`src/rtl/usb_irq_pkg.sv`:
```
package usb_irq_pkg;
  parameter int unsigned DATA_W = 32;
  parameter int unsigned NUM_EP = 6;
  parameter int unsigned EN_W   = 4;
  parameter int unsigned ADDR_W = 2;

  // Status bit positions are decoded by software and must stay put.
  localparam int unsigned BIT_BUS   = 0;
  localparam int unsigned BIT_USB   = 1;
  localparam int unsigned BIT_ATT   = 2;
  localparam int unsigned BIT_WAKE  = 3;
  localparam int unsigned BIT_EP0   = 16;
  localparam int unsigned BIT_SETUP = DATA_W - 1;

  localparam logic [ADDR_W-1:0] ADDR_STATUS = ADDR_W'(0);
  localparam logic [ADDR_W-1:0] ADDR_ENABLE = ADDR_W'(1);

  typedef struct packed {
    logic [DATA_W-1:0] clrMask;
    logic              enWr;
    logic [EN_W-1:0]   enData;
    logic              rdStatus;
    logic              rdEnable;
  } strobes_t;
endpackage

```
`src/rtl/usb_irq_regctl.sv`:
```
module usb_irq_regctl
  import usb_irq_pkg::*;
(
  input  logic              regWrEn,
  input  logic [ADDR_W-1:0] regAddr,
  input  logic [DATA_W-1:0] regWrData,
  output strobes_t          strb
);
  logic wrStatus;
  logic anyEpClr;
  logic unusedData;

  assign unusedData = ^regWrData;
  assign wrStatus   = regWrEn && (regAddr == ADDR_STATUS);
  assign anyEpClr   = |regWrData[BIT_EP0 +: NUM_EP];

  always_comb begin
    strb = '0;
    if (wrStatus) begin
      strb.clrMask[BIT_BUS]   = regWrData[BIT_BUS];
      strb.clrMask[BIT_ATT]   = regWrData[BIT_ATT];
      strb.clrMask[BIT_WAKE]  = regWrData[BIT_WAKE];
      strb.clrMask[BIT_SETUP] = regWrData[BIT_SETUP];
      strb.clrMask[BIT_USB]   = regWrData[BIT_USB] | regWrData[BIT_SETUP] | anyEpClr;
      for (int n = 0; n < NUM_EP; n++) begin
        strb.clrMask[BIT_EP0 + n] = regWrData[BIT_EP0 + n] | regWrData[BIT_USB];
      end
    end
    strb.enWr     = regWrEn && (regAddr == ADDR_ENABLE);
    strb.enData   = regWrData[EN_W-1:0];
    strb.rdStatus = (regAddr == ADDR_STATUS);
    strb.rdEnable = (regAddr == ADDR_ENABLE);
  end
endmodule

```
`src/rtl/usb_irq_status.sv`:
```
module usb_irq_status
  import usb_irq_pkg::*;
(
  input  logic              clk,
  input  logic              rst_n,
  input  strobes_t          strb,
  input  logic              busEvtPulse,
  input  logic              attachEvtPulse,
  input  logic              wakeEvtPulse,
  input  logic [NUM_EP-1:0] epEvtPulse,
  input  logic              setupEvtPulse,
  output logic [DATA_W-1:0] statusWord,
  output logic [EN_W-1:0]   enableWord,
  output logic [DATA_W-1:0] regRdData,
  output logic              irqOut
);
  logic [DATA_W-1:0] setMask;
  logic [DATA_W-1:0] statusQ;
  logic [EN_W-1:0]   enQ;
  logic              usbGroup;

  always_comb begin
    setMask            = '0;
    setMask[BIT_BUS]   = busEvtPulse;
    setMask[BIT_ATT]   = attachEvtPulse;
    setMask[BIT_WAKE]  = wakeEvtPulse;
    setMask[BIT_SETUP] = setupEvtPulse;
    setMask[BIT_USB]   = (|epEvtPulse) | setupEvtPulse;
    for (int n = 0; n < NUM_EP; n++) begin
      setMask[BIT_EP0 + n] = epEvtPulse[n];
    end
  end

  // Set has priority over a clear arriving in the same cycle.
  always_ff @(posedge clk or negedge rst_n) begin
    if (!rst_n) begin
      statusQ <= '0;
    end else begin
      statusQ <= (statusQ & ~strb.clrMask) | setMask;
    end
  end

  always_ff @(posedge clk or negedge rst_n) begin
    if (!rst_n) begin
      enQ <= '0;
    end else if (strb.enWr) begin
      enQ <= strb.enData;
    end
  end

  assign usbGroup = statusQ[BIT_USB] | (|statusQ[BIT_EP0 +: NUM_EP]) | statusQ[BIT_SETUP];

  assign irqOut = (statusQ[BIT_BUS]  & enQ[BIT_BUS])
                | (statusQ[BIT_ATT]  & enQ[BIT_ATT])
                | (statusQ[BIT_WAKE] & enQ[BIT_WAKE])
                | (usbGroup          & enQ[BIT_USB]);

  always_comb begin
    if (strb.rdStatus)      regRdData = statusQ;
    else if (strb.rdEnable) regRdData = {{(DATA_W-EN_W){1'b0}}, enQ};
    else                    regRdData = '0;
  end

  assign statusWord = statusQ;
  assign enableWord = enQ;
endmodule

```
`src/rtl/usb_irq_ctrl.sv`:
```
module usb_irq_ctrl
  import usb_irq_pkg::*;
(
  input  logic              clk,
  input  logic              rst_n,
  input  logic              regWrEn,
  input  logic [ADDR_W-1:0] regAddr,
  input  logic [DATA_W-1:0] regWrData,
  output logic [DATA_W-1:0] regRdData,
  input  logic              busEvtPulse,
  input  logic              attachEvtPulse,
  input  logic              wakeEvtPulse,
  input  logic [NUM_EP-1:0] epEvtPulse,
  input  logic              setupEvtPulse,
  output logic              irqOut
);
  strobes_t          strb;
  logic [DATA_W-1:0] statusWord;
  logic [EN_W-1:0]   enableWord;

  usb_irq_regctl u_ctl (
    .regWrEn  (regWrEn),
    .regAddr  (regAddr),
    .regWrData(regWrData),
    .strb     (strb)
  );

  usb_irq_status u_dp (
    .clk           (clk),
    .rst_n         (rst_n),
    .strb          (strb),
    .busEvtPulse   (busEvtPulse),
    .attachEvtPulse(attachEvtPulse),
    .wakeEvtPulse  (wakeEvtPulse),
    .epEvtPulse    (epEvtPulse),
    .setupEvtPulse (setupEvtPulse),
    .statusWord    (statusWord),
    .enableWord    (enableWord),
    .regRdData     (regRdData),
    .irqOut        (irqOut)
  );
endmodule

```
`config.mk`:
```
export PLATFORM = sky130hd
export DESIGN_NAME = usb_irq_ctrl
export DESIGN_NICKNAME = d
export VERILOG_FILES = /design/src/rtl/usb_irq_pkg.sv /design/src/rtl/usb_irq_regctl.sv /design/src/rtl/usb_irq_status.sv /design/src/rtl/usb_irq_ctrl.sv
export SDC_FILE = /design/constraint.sdc
export NUM_CORES = 1
export LEC_CHECK = 0
export BUFFER_PORTS_ARGS = -buffer_cell sky130_fd_sc_hd__buf_2
export CAP_MARGIN = 20
export CORE_ASPECT_RATIO = 1.2
export CORE_MARGIN = 4
export CORE_UTILIZATION = 30
export CTS_CLUSTER_SIZE = 8
export DETAILED_ROUTE_END_ITERATION = 8
export GPL_TIMING_DRIVEN = 0
export PLACE_DENSITY = 0.6
export SETUP_SLACK_MARGIN = 0.4
export SLEW_MARGIN = 20
export SYNTH_ARGS = -nofsm -noshare
export SYNTH_HDL_FRONTEND = slang
export SYNTH_HIERARCHICAL = 1
export SYNTH_SLANG_ARGS = --single-unit
```
`constraint.sdc`:
```
create_clock -name clk -period 3 [get_ports clk]
set_input_delay 0.45 -clock clk [delete_from_list [all_inputs] [get_ports clk]]
set_output_delay 0.45 -clock clk [all_outputs]
set_load 0.02 [all_outputs]
```
* Word level (Yosys, flattened, before mapping)
Index checks and enable logic that the tools add are counted.
Widths: inputs -> output; s select.
** Word-level totals
- Register bits after elaboration :: 36
- Latch bits :: 0
- Bits in writable memories :: 0
- Bits in read-only memories :: 0
- Bits of input ports :: 47
- Output and inout bits :: 33
- Logic and storage cells :: 35
- Memories :: 0
** Cells by class
- Add/sub/neg operators :: 0
- Multipliers :: 0
- Div/mod/pow operators :: 0
- Magnitude comparators :: 0
- Eq/ne operators :: 1
- Shifts and indexed selects :: 0
- Multiplexer cells :: 5
- Bitwise gates (word level) :: 21
- Reduce and logical (&&, ||, !) cells :: 6
** Operator list (number)
- $and 32x32->32 :: 1
- $mux 32 :: 1
- $not 32->32 :: 1
- $or 32x32->32 :: 1
- $reduce_or 6->1 :: 3
- $or 1x1->1 :: 14
- $mux 4 :: 2
- $mux 6 :: 1
- $and 1x1->1 :: 4
- $eq 2x1->1 const B :: 1
- $logic_and 1x1->1 :: 2
- $logic_not 2->1 :: 1
- $mux 1 :: 1

* Depth between registers and ports, before layout
- Depth after elaboration :: 6
- Depth in mapped cells :: 5

* By module
Netlist, hierarchy kept.
** By module, submodules not included
- usb_irq_status :: times used 1, cells each 128, area an instance 1480.2 µm²
- usb_irq_regctl :: times used 1, cells each 44, area an instance 317.8 µm²

* Worst setup path after synthesis
No wires, ideal clock.
- Path kind :: input to output
- From :: input regAddr[0]
- To :: output regRdData[3]
- Arrival :: 1230 ps
- Required time :: 2550 ps
- Slack :: 1320 ps
- Stages on the path :: 4
- Path buffers :: 1
- Path through :: nor2_1 > clkbuf_1 > nand2_1 > o21ai_0
** On the way
- Word-level cells in the longest chain between the ends :: 3
- Elaborated cells between the ends (all ways) :: 4
** RTL lines
- from (decl) :: RTL line usb_irq_ctrl.sv:7 : input logic [ADDR_W-1:0] regAddr,
- $eq 2x1->1 :: RTL line usb_irq_regctl.sv:32 : strb.rdEnable = (regAddr == ADDR_ENABLE);
- $mux 4 :: RTL line usb_irq_status.sv:60 : else if (strb.rdEnable) regRdData = {{(DATA_W-EN_W){1'b0}}, enQ};
- $mux 32 (*) :: RTL line usb_irq_status.sv:59 : if (strb.rdStatus) regRdData = statusQ;
- to (decl) :: RTL line usb_irq_ctrl.sv:9 : output logic [DATA_W-1:0] regRdData,
Mark *: on every way between the ends. The rest lies on a longest branch, timed or not.

==> results.tsv <==
metric	value	unit
status	complete, no violations	
clockBufferDepth	2	
antenna_found_initial	0	
detailed_place.area	0.00226	mm^2
worstMarginPinSlew	0.817	ns
power	952	uW
clock_skew	0	ns
design_area	0.00233	mm^2
syn2layout_area_growth	29.7	%
tns	0	ns
crit_required	2.55	ns
grt_pass1_wl	6500	um
postSynthAreaPerCell	10.5	um^2
ys_dominant_reg_cell	dfrtp_1	
clk_pin_slew_worst_paths	0.06	ns
die_h	92.8	um
fillerInstances	607	
critPathArrivalTime	1.69	ns
portBuffers	58	
layout_commonest_cell	buf_2	
dr.first_iter.drc_count	33	
path_class	primary input to output pin	
drc	0	
start_kind	primary input	
path_max_fanout	10	
slew-limit-headroom	45.5	%
synth-async-reset-ratio	100	%
hold_viol	0	
peakVddDrop	0.195	mV
endpoint_kind	output pin	
nets	304	
ys_seq_area_share	50.1	%
rsz0062_at_grt	false	
cts.sinks	36	
post-route-period-util	71.3	%
ant_nets	0	
htreeDepth	2	
wl	3850	um
rows	30	
antenna_cells	0	
max_cap_viol_count	0	
placed_cells	330	
synth_area	0.00180	mm^2
grt_pass1_vias	1339	
drt-pass1-iter-count	4	
hold-worst-slack	0.263	ns
via_count	1319	
gp_congestion	0.734	
post-cts-setup-buffers	0	
grt_max_degree	37	
period_needed	2.14	ns
holdBufCountCts	0	
final_util	40.6	%
ys_warn_count	6	
ys_ff_latch	36	
initial_core_util	31.3	%
cts_resized	0	
wl_per_cell	11.5	um
layout_setup_ws	0.862	ns
die_x	78.7	um
cts_tree	yes	
final_cell_mix	buf_2, dfrtp_1, and2_1	
dpl_worst_slack	0.799	ns
ys_types	25	
vias_per_cell	3.94	
p_per_area	408	mW/mm^2
gr-total-overflow	0	
core_area	0.00574	mm^2
grt_use_total	11.5	%
ios	80	
syn-instance-count	172	
finalNonFillerCells	335	
setup_viol_count_final	0	
synth_edf_count	0	
p_leak	1.21	nW
drv_slew	0	
numCtsBuffers	5	
hpwlAfterDp	2960	um
hp-class	primary input to async pin	
layout-drive-gt1-share	37.6	%
max_freq	468	MHz
die_area	0.00730	mm^2
clockRootBuffer	clkbuf_8	
clk_latency	0.28	ns
==> cells by family after synthesis <==
| family | count (synthesis) | synth area share, % |
|---|---|---|
| AND/OR/NAND/NOR | 69 | 23.9 |
| buffers and inverters | 39 | 13.6 |
| flip-flops | 36 | 50.1 |
| AO/OA/AOI/OAI | 23 | 9.74 |
| multiplexers | 4 | 2.51 |
| other | 1 | 0.209 |
==> worst max-delay path, stage by stage <==
cell	delay [ns]
buf_2	0.12
nor2_1	0.38
clkbuf_1	0.37
and2_2	0.21
buf_2	0.16
==> worst paths after layout <==
path	slack [ns]	to	start	cells after the start
max in group asynchronous	2.23	u_dp/statusWord[10]	rst_n	1
worst max-delay path	0.86	regRdData[17]	regAddr[0]	5
worst min register to register	0.49	u_dp/statusWord[11]	u_dp/statusWord[11]	1
worst min-delay path	0.26	u_dp/statusWord[2]	rst_n	1
worst max register to register	2.23	u_dp/enableWord[3]	u_dp/enableWord[3]	1
min in group clk	0.35	u_dp/statusWord[2]	attachEvtPulse	2
==> layout make-up <==
class,count,area (um^2),share of cell area [%]
tap,80,100,4.29
multi-input combinational,117,728,31.2
sequential,36,901,38.6
timing repair buffer,58,290,12.4
clock buffer,5,68.8,2.95
inverter,10,37.5,1.61
buffer,29,206,8.85
==> report_power, final <==
part	switching, mW	internal, mW
sequential	0.0111	0.501
combinational	0.0694	0.0675
clock	0.153	0.150
total	0.233	0.718
==> cells in the mapped netlist, drive strengths merged, types with 3 or more instances <==
| library cell | number | area [um^2] |
|---|---|---|
| nor2b | 23 | 144 |
| and2 | 33 | 208 |
| o21a | 6 | 45.0 |
| inv | 10 | 37.5 |
| clkbuf | 3 | 11.3 |
| mux2 | 4 | 45.0 |
| a22o | 3 | 26.3 |
| nand2 | 3 | 11.3 |
| buf | 26 | 195 |
| dfrtp | 36 | 901 |
| a21o | 10 | 76.3 |
| nor4 | 3 | 18.8 |
==> sequential cells by signal (all words and copies together) (netlist names) <==
register         cells
u_dp/statusWord     32
u_dp/enableWord      4
==> metal layers <==
| metal | vias up | wire [um] | global-route usage, % |
|---|---|---|---|
| met1 | 608 | 1650 | 13.9 |
| met3 | 6 | 279 | 4.09 |
| met5 | - | 0 | 0 |
| li1 | 669 | - | - |
| met4 | 0 | 65 | 4.37 |
| met2 | 36 | 1850 | 18.7 |
Power figures use the tool's default switching activity.
